File: src/rtl/hz_pkg.sv
package hz_pkg;
  typedef enum logic [1:0] {
    SRC_REGFILE = 2'b00,
    SRC_MEMWB   = 2'b01,
    SRC_EXMEM   = 2'b10
  } fwd_src_e;
endpackage

File: src/rtl/hz_operand_ctl.sv
module hz_operand_ctl
  import hz_pkg::*;
#(
  parameter int REG_AW = 5
) (
  input  logic [REG_AW-1:0] opnd_reg,
  input  logic [REG_AW-1:0] young_dst,
  input  logic              young_we,
  input  logic              young_load,
  input  logic [REG_AW-1:0] old_dst,
  input  logic              old_we,
  output fwd_src_e          sel,
  output logic              young_hit,
  output logic              old_hit
);
  // A stage supplies a value when it writes a real register that matches.
  function automatic logic produces(input logic [REG_AW-1:0] want,
                                    input logic [REG_AW-1:0] dst,
                                    input logic we);
    return we && (dst != '0) && (dst == want);
  endfunction

  always_comb begin
    // A load still in the memory stage holds an address, not data.
    young_hit = produces(opnd_reg, young_dst, young_we) && !young_load;
    old_hit   = produces(opnd_reg, old_dst, old_we);
    if (young_hit)    sel = SRC_EXMEM;
    else if (old_hit) sel = SRC_MEMWB;
    else              sel = SRC_REGFILE;
  end
endmodule

File: src/rtl/hz_store_data_ctl.sv
module hz_store_data_ctl #(
  parameter int REG_AW = 5
) (
  input  logic              st_valid,
  input  logic [REG_AW-1:0] st_data_reg,
  input  logic [REG_AW-1:0] wb_dst,
  input  logic              wb_we,
  output logic              st_take_wb
);
  always_comb begin
    st_take_wb = st_valid && wb_we && (wb_dst != '0) && (wb_dst == st_data_reg);
  end
endmodule

File: src/rtl/hz_load_use_det.sv
module hz_load_use_det #(
  parameter int REG_AW = 5,
  parameter int NSRC   = 2
) (
  input  logic [NSRC-1:0][REG_AW-1:0] dec_src,
  input  logic [NSRC-1:0]             dec_reads,
  input  logic [REG_AW-1:0]           ld_dst,
  input  logic                        ld_we,
  input  logic                        ld_valid,
  output logic [NSRC-1:0]             src_waits,
  output logic                        stall
);
  logic ld_live;
  assign ld_live = ld_valid && ld_we && (ld_dst != '0);

  for (genvar g = 0; g < NSRC; g++) begin : g_src
    assign src_waits[g] = ld_live && dec_reads[g] && (dec_src[g] == ld_dst);
  end

  assign stall = |src_waits;
endmodule

File: src/rtl/hz_fwd_unit.sv
module hz_fwd_unit
  import hz_pkg::*;
#(
  parameter int REG_AW = 5
) (
  input  logic [REG_AW-1:0] id_src1,
  input  logic [REG_AW-1:0] id_src2,
  input  logic              id_use1,
  input  logic              id_use2,
  input  logic              id_is_store,
  input  logic [REG_AW-1:0] ex_src1,
  input  logic [REG_AW-1:0] ex_src2,
  input  logic [REG_AW-1:0] ex_dst,
  input  logic              ex_we,
  input  logic              ex_is_load,
  input  logic [REG_AW-1:0] mem_dst,
  input  logic              mem_we,
  input  logic              mem_is_load,
  input  logic              mem_is_store,
  input  logic [REG_AW-1:0] mem_st_src,
  input  logic [REG_AW-1:0] wb_dst,
  input  logic              wb_we,
  output logic [1:0]        fwd_a,
  output logic [1:0]        fwd_b,
  output logic              fwd_st,
  output logic              pc_hold,
  output logic              ifid_hold,
  output logic              idex_bubble
);
  localparam int NOPND = 2;
  localparam int NDSRC = 2;

  logic [NOPND-1:0][REG_AW-1:0] opnd_regs;
  fwd_src_e [NOPND-1:0]         opnd_sel;
  logic [NOPND-1:0]             opnd_young_hit;
  logic [NOPND-1:0]             opnd_old_hit;

  logic [NDSRC-1:0][REG_AW-1:0] dec_src;
  logic [NDSRC-1:0]             dec_reads;
  logic [NDSRC-1:0]             dec_waits;
  logic                         load_use_stall;

  assign opnd_regs[0] = ex_src1;
  assign opnd_regs[1] = ex_src2;

  for (genvar g = 0; g < NOPND; g++) begin : g_opnd
    hz_operand_ctl #(.REG_AW(REG_AW)) u_opnd (
      .opnd_reg  (opnd_regs[g]),
      .young_dst (mem_dst),
      .young_we  (mem_we),
      .young_load(mem_is_load),
      .old_dst   (wb_dst),
      .old_we    (wb_we),
      .sel       (opnd_sel[g]),
      .young_hit (opnd_young_hit[g]),
      .old_hit   (opnd_old_hit[g])
    );
  end

  assign fwd_a = opnd_sel[0];
  assign fwd_b = opnd_sel[1];

  hz_store_data_ctl #(.REG_AW(REG_AW)) u_st (
    .st_valid   (mem_is_store),
    .st_data_reg(mem_st_src),
    .wb_dst     (wb_dst),
    .wb_we      (wb_we),
    .st_take_wb (fwd_st)
  );

  // Store data is served later by the memory-stage bypass, so it is not a stalling read.
  assign dec_src[0]   = id_src1;
  assign dec_src[1]   = id_src2;
  assign dec_reads[0] = id_use1;
  assign dec_reads[1] = id_use2 && !id_is_store;

  hz_load_use_det #(.REG_AW(REG_AW), .NSRC(NDSRC)) u_lu (
    .dec_src  (dec_src),
    .dec_reads(dec_reads),
    .ld_dst   (ex_dst),
    .ld_we    (ex_we),
    .ld_valid (ex_is_load),
    .src_waits(dec_waits),
    .stall    (load_use_stall)
  );

  assign pc_hold     = load_use_stall;
  assign ifid_hold   = load_use_stall;
  assign idex_bubble = load_use_stall;
endmodule

File: config.mk
export PLATFORM = sky130hd
export DESIGN_NAME = hz_fwd_unit
export DESIGN_NICKNAME = d
export VERILOG_FILES = /design/src/rtl/hz_pkg.sv /design/src/rtl/hz_operand_ctl.sv /design/src/rtl/hz_store_data_ctl.sv /design/src/rtl/hz_load_use_det.sv /design/src/rtl/hz_fwd_unit.sv
export SDC_FILE = /design/constraint.sdc
export NUM_CORES = 1
export LEC_CHECK = 0
export CELL_PAD_IN_SITES_DETAIL_PLACEMENT = 1
export CELL_PAD_IN_SITES_GLOBAL_PLACEMENT = 2
export CORE_MARGIN = 2
export CORE_UTILIZATION = 13
export DETAILED_ROUTE_END_ITERATION = 7
export PLACE_DENSITY = 0.85
export SYNTH_ARGS = -nofsm -noshare
export SYNTH_HDL_FRONTEND = slang
export SYNTH_SLANG_ARGS = --single-unit
File: constraint.sdc
create_clock -name vclk -period 1.8
set_input_delay 0.27 -clock vclk [all_inputs]
set_output_delay 0.27 -clock vclk [all_outputs]
set_load 0.02 [all_outputs]
# ---- After elaboration in Yosys (flattened, before gate mapping)
# Cells that the tools add are included.
dict set report totals {
  elab_cells 35
  out_inout_bits 8
  ff_bits 0
  in_bits 49
  mem_count 0
  latchBits 0
  romBits 0
  mem_bits_rw 0
}
dict set report op_classes {
  magnitude_cmp 0
  multipliers 0
  eq_ne 7
  addsub 0
  bitwise_logic 0
  n_div 0
  shifts 0
  reduce_logical 24
  mux 4
}
# op n
set ops {}
lappend ops {{$eq 5x5->1} 7}
lappend ops {{$logic_and 1x1->1} 18}
lappend ops {{$reduce_bool 5->1} 3}
lappend ops {{$mux 2} 2}
lappend ops {{$logic_not 1->1} 2}
lappend ops {{$mux 1} 2}
lappend ops {{$reduce_or 2->1} 1}

# ---- Depth between registers and ports, before layout
# Gate-level depths: netlist of run 1.
dict set report depth {
  ltp_word 5
  depth_mapped 5
}

# ---- Modules after synthesis
# Synthesis of run 1 repeated with hierarchy kept, for this count alone.
dict set report hier_totals {
  hier_cells 79
  area_unflattened_um2 603.1
}
# mod cells_per_inst area_per_inst_um2 n_inst seq_area_each_um2
set by_module_without_submodules {}
lappend by_module_without_submodules {hz_operand_ctl 23 175.2 2 0.0}
lappend by_module_without_submodules {hz_load_use_det 20 147.6 1 0.0}
lappend by_module_without_submodules {hz_store_data_ctl 10 76.3 1 0.0}
lappend by_module_without_submodules {hz_fwd_unit 3 28.8 1 0.0}

# ---- Worst setup path before layout of run 1
# OpenSTA, ideal clock, no wires.
dict set report synth_path {
  path_type {input -> output}
  startpoint {input mem_dst[1]}
  endpoint {output fwd_a[0]}
  slack_ns -0.002
  cell_stages 4
  arrival_ns 1.532
  path_cell_list {or4_1 -> o21ai_2 -> nor4_1 -> nor4_2}
}
dict set report synth_via {
  elab_chain_cells 5
}
# element line_no
set synth_rtl {}
lappend synth_rtl {{start: declaration} hz_fwd_unit.sv:16} ;# input logic [REG_AW-1:0] mem_dst,
lappend synth_rtl {{$reduce_bool 5->1} hz_operand_ctl.sv:20} ;# return we && (dst != '0) && (dst == want);
lappend synth_rtl {{$logic_and 1x1->1} hz_operand_ctl.sv:20}
lappend synth_rtl {{$logic_and 1x1->1 (*)} hz_operand_ctl.sv:20}
lappend synth_rtl {{$logic_and 1x1->1 (*)} hz_operand_ctl.sv:25} ;# young_hit = produces(opnd_reg, young_dst, young_we) && !young_load;
lappend synth_rtl {{via g_opnd[0].u_opnd.young_hit} hz_operand_ctl.sv:13} ;# output logic young_hit,
lappend synth_rtl {{$mux 2 (*)} hz_operand_ctl.sv:27} ;# if (young_hit) sel = SRC_EXMEM;
lappend synth_rtl {{end: declaration} hz_fwd_unit.sv:23} ;# output logic [1:0] fwd_a,
# The timed path passes the listed nets; every way through them passes the cells marked *.

# ---- Final worst setup path of run 1
dict set report layout_path {
  startpoint {input wb_dst[1]}
  endpoint {output fwd_a[0]}
}
dict set report layout_via {
  elab_chain_cells 5
}
# element line_no
set layout_rtl {}
lappend layout_rtl {{start: declaration} hz_fwd_unit.sv:21} ;# input logic [REG_AW-1:0] wb_dst,
lappend layout_rtl {{$reduce_bool 5->1} hz_operand_ctl.sv:20}
lappend layout_rtl {{$logic_and 1x1->1} hz_operand_ctl.sv:20}
lappend layout_rtl {{$logic_and 1x1->1 (*)} hz_operand_ctl.sv:20}
lappend layout_rtl {{$mux 1 (*)} hz_operand_ctl.sv:28} ;# else if (old_hit) sel = SRC_MEMWB;
lappend layout_rtl {{$mux 2 (*)} hz_operand_ctl.sv:27}
# Mark *: on every way between the ends. The rest lies on a longest branch, timed or not.

==> qor.yml, run 1 <==
status: "finished with violations"
violations: "setup timing"
yosysMostFrequentCell: "xor2_1"
slowest_stage: "or4_4"
holdPathStages: 5
synth_adder_area_share_pct: 0
diodes: 0
fin_nets: 190
synthCells: 62
syn_area_um2: 495
synth.area.mux_share_pct: 0
worstMarginPinSlew_ns: 0.299
slew_headroom_pct: 79.9
min_period_ns: 1.85
drt_iter0_markers: 11
path_depth: 6
slew_viol_final: 0
grt_usage_pct: 10.9
route.met2.wl_um: 1420
synth_compound_area_share_pct: 5.30
die_h_um: 65.7
dp_hpwl_um: 2120
die-area_um2: 4320
finalSetupTns_ns: -0.0946
vias_per_cell: 4.04
crit_path_start_kind: "primary input"
fin_hold_ws_ns: 0.951
rows: 22
power_density_nw_per_um2: 208
ant_nets: 0
area_growth_pct: 164
portBuffers: 57
yosys-top-cells-area: "xor2_1 39%, xnor2_1 23%, or4_1 7.6%, buf_4 6.1%, nor4_1 5.1%"
worst-path-buf-inv: 3
clock_buffers: 0
avgSynthCellArea_um2: 7.99
grt_pass1_vias: 825
die_w_um: 65.7
antenna_found_initial: 0
worstSetupPathType: "in2out"
rsz0062_at_grt: "yes"
fin_ws_ns: -0.0489
dp_cells: 186
whs_endpoint: "fwd_st"
cp_slowest_stage_delay_ns: 0.55
worstHoldStart: "wb_dst[0]"
cp_max_fo: 3
grt-ovfl-total: 0
drc: 0
yosys_warnings: 0
dpl-instance-area_um2: 1270
synth_simple_gate_area_share_pct: 26.8
synth_largest_area_cell: "xor2_1"
setup_viol: 2
ir_drop_v: 0.0000682
drive_above_1_share_pct: 51.1
max_cap_violations: 0
cpLargestDelayFamily: "simple AND/OR/NAND/NOR gates"
seq_cells: 0
synth.top_cells.by_count: "22 x xor2_1, 13 x xnor2_1, 5 x or4_1"
power_w: 0.000272
core_area_um2: 3660
power.leakage_nw: 0.569
design_area_um2: 1310
fmax_mhz: 541
post_drt_wl_per_cell_um: 13.8
min_path_type: "in2out"
top_layer_used: "met3"
cp-end-kind: "output port"
wl_met3_um: 148
layout.cells.non_filler: 187
wl_met1_um: 1020
gp_congestion: 0.780
cts_hold_buffers: 0
crit_chain: "buf_8, buf_6, xor2_1, or4_4, nor4_4, buf_4"
start_util_pct: 13.5
synth_top_family_by_area: "XOR/XNOR gates"
grt_max_degree: 4
grt_pass1_wl_um: 3840
yosys.area.top_type_share_pct: 38.9
vias: 756
ys_seq_area_share_pct: 0
synth_fp_nets: 111
final_hold_viol_count: 0
synthXorXnorAreaFrac_pct: 61.9
crit_arrival_ns: 1.58
post-route-period-util_pct: 103
yosysUniqueCellTypes: 16
finalWirelength_um: 2590
dr.pass1.iters: 4
regArea_um2: 0
cp_data_required_time_ns: 1.53
io_pins: 57
repair_timing:
item,4_1_cts,5_1_grt
buffers inserted,1,0
resized for setup,142,40
gates cloned,0,0
pin swaps,20,17
hold endpoints to repair,0,0
setup endpoints to repair,8,7
metal layers:
layer | vias up | track usage [%]
li1 | 372 | -
met1 | 355 | 13.4
met2 | 29 | 21.3
met3 | 0 | 1.03
met4 | 0 | 0
met5 | - | 0
through the flow:
stage	setup slack, ns	util (%)
3_5_place_dp	-1.02	34.7
3_3_place_gp	-0.982	34.7
2_1_floorplan	0.0507	-
5_1_grt	-0.0984	35.8
6_report	-0.0489	35.8
4_1_cts	-0.0886	35.6
power breakdown:
| group | switching (W) | internal [W] |
|---|---|---|
| registers | 0 | 0 |
| clock network | 0 | 0 |
| logic | 0.000111 | 0.000161 |
| total | 0.000111 | 0.000161 |
cells in the final DEF, fill, tap and decap left out, types with 3 or more instances in the layout:
master,count
nand3_1,3
clkbuf_2,9
xor2_1,21
clkdlybuf4s50_1,14
buf_6,10
buf_4,25
buf_2,10
clkdlybuf4s15_1,4
dlygate4sd2_1,5
xnor2_1,13
nor4_4,4
or4_4,5
cells by family after synthesis:
family / after synthesis
AOI/OAI and AO/OA: 4
xor gates and xnor gates: 35
buffers and inverters: 4
and+or+nand+nor: 19
worst max path at each step:
stage	from	to	slack, ns
after floorplan	wb_dst[3]	fwd_a[0]	0.05
after global placement	wb_dst[0]	fwd_a[0]	-0.98
after detailed placement	wb_dst[0]	fwd_b[0]	-1.02
final	wb_dst[1]	fwd_a[0]	-0.05
after CTS	wb_dst[0]	fwd_b[0]	-0.09
after global routing	wb_dst[1]	fwd_a[0]	-0.1
cell type report:
| class | count | area [um2] |
|---|---|---|
| Timing Repair Buffer | 81 | 674 |
| Fill cell | 460 | 2350 |
| Multi-Input combinational cell | 58 | 576 |
| Tap cell | 48 | 60.1 |
No activity file was read; power rests on OpenSTA's default activity.
==> inputs of run 2 (changes only) <==
==> constraint.sdc (replaced) <==
create_clock -name vclk -period 1.8
set_input_delay 0.27 -clock vclk [all_inputs]
set_output_delay 0.27 -clock vclk [all_outputs]
set_load 0.005 [all_outputs]
==> qor.yml, run 2 (same netlist as run 1, synthesis figures left out) <==
status: "finished with violations"
violations: "setup timing"
setup_viol: 2  # unchanged
fin_hold_ws_ns: 1.01  # +0.0600 ns
clock_buffers: 0  # unchanged
dp_slack_ns: -0.778  # +0.240 ns
use_met3_pct: 1.71  # +0.68 points
core_area_um2: 3660  # unchanged
io_pins: 57  # unchanged
crit_chain: "dlygate4sd2_1, xor2_1, or4_4, nor4_4, buf_2"
slowest_stage: "or4_4"
finalWirelength_um: 2850  # +10%
slew_headroom_pct: 78.8  # -1.1 points
regArea_um2: 0  # unchanged
multiInputGateArea_um2: 587  # +2.0%
ir_drop_v: 0.0000474  # -31%
grt_pass1_wl_um: 4230  # +10%
worst-path-buf-inv: 2  # -1
worstSetupPathType: "in2out"
cp_data_required_time_ns: 1.53  # about the same
start_util_pct: 13.5  # unchanged
max_cap_violations: 0  # unchanged
slew_viol_final: 0  # unchanged
rsz0062_at_grt: "yes"
die_w_um: 65.7  # unchanged
crit_arrival_ns: 1.66  # +0.08 ns
vias_per_cell: 4.13  # +2.2%
portBuffers: 57  # unchanged
power.leakage_nw: 0.618  # +8.6%
area_growth_pct: 174
min_path_type: "in2out"
drc: 0  # unchanged
grt_util_met1_pct: 11.6  # -1.8 points
dp_hpwl_um: 2240  # +5.8%
drt_iter0_markers: 6  # -5
fin_nets: 192  # +1.1%
grt_max_degree: 4  # unchanged
grt.met2_usage_pct: 28.8  # +7.4 points
finalSetupTns_ns: -0.199  # -0.105 ns
min_period_ns: 1.93  # +0.0838 ns
post-route-period-util_pct: 107  # +4.7 points
drive_above_1_share_pct: 46.1  # -5.0 points
post_drt_wl_per_cell_um: 15.1  # +9.1%
grt-busiest-layer: "met2"
grt-ovfl-total: 0  # unchanged
crit_path_start_kind: "primary input"
cp_max_fo: 2  # -1
die_h_um: 65.7  # unchanged
cp_slowest_stage_delay_ns: 0.55  # about the same
grt_pass1_vias: 918  # +11%
final_core_util_pct: 37.1  # +1.3 points
rows: 22  # unchanged
final_hold_viol_count: 0  # unchanged
die-area_um2: 4320  # unchanged
power_density_nw_per_um2: 207  # -0.30%
fmax_mhz: 517  # -4.3%
diodes: 0  # unchanged
cp-end-kind: "output port"
most-common-layout-cells: "20 x xor2_1, 19 x buf_4, 14 x clkdlybuf4s50_1"
dr.pass1.iters: 2  # -2
vias: 781  # +3.3%
gp_congestion: 0.696  # -11%
dp_cells: 183  # -1.6%
final_common_cell: "xor2_1"
fin_ws_ns: -0.133  # -0.0838 ns
antenna_found_initial: 0  # unchanged
ant_nets: 0  # unchanged
grt_usage_pct: 12.5  # +1.6 points
worstMarginPinSlew_ns: 0.315  # +0.0158 ns
nFillCells: 435  # -5.4%
layout.cells.non_filler: 189  # +1.1%
seq_cells: 0  # unchanged
cpLargestDelayFamily: "simple AND/OR/NAND/NOR gates"
==> run 2: changes by cell type in the layout (fill, tap and decap cells not counted), sizes merged <==
cell,before,now
clkbuf,9,7
dlygate4sd2,5,12
clkdlybuf4s15,4,3
buf,47,42
dlymetal6s2s,2,5
==> run 2: final timing paths <==
path | endpoint | startpoint | slack, ns | depth (start not counted)
max | fwd_a[0] | ex_src1[1] | -0.13 | 5
min | fwd_st | wb_dst[4] | 1.01 | 6
==> run 2: area by class of cell <==
type                       instances  area share [%]
tap                               48            4.42
timing repair buffer              83            52.4
multi-input combinational         58            43.2
==> run 2: what timing repair did <==
action | in CTS | in global routing
hold buffers | 0 | 0
pin swaps | 17 | 14
buffers inserted | 6 | 1
gates resized for setup | 108 | 35
setup endpoints to repair | 8 | 7
==> run 2: per-stage QoR <==
step / instance area (um2) / total power (W)
final: 1360 / 0.000281
after CTS: 1310 / 0.000269
after global routing: 1360 / 0.000301
after detailed placement: 1250 / 0.000256
after floorplan: 495 / 0.0000719
after global placement: 1250 / 0.000247
==> run 2: report_power, final <==
part	switching (W)	internal (W)	leakage (nW)
logic	0.000115	0.000166	0.618
registers	0	0	0
clock network	0	0	0
==> run 2: layer usage <==
layer  vias to the layer above  routed length [um]
met2                        37                1710
met1                       368                 875
li1                        374                   -
met4                         0                  14
met3                         2                 259
met5                         -                   0
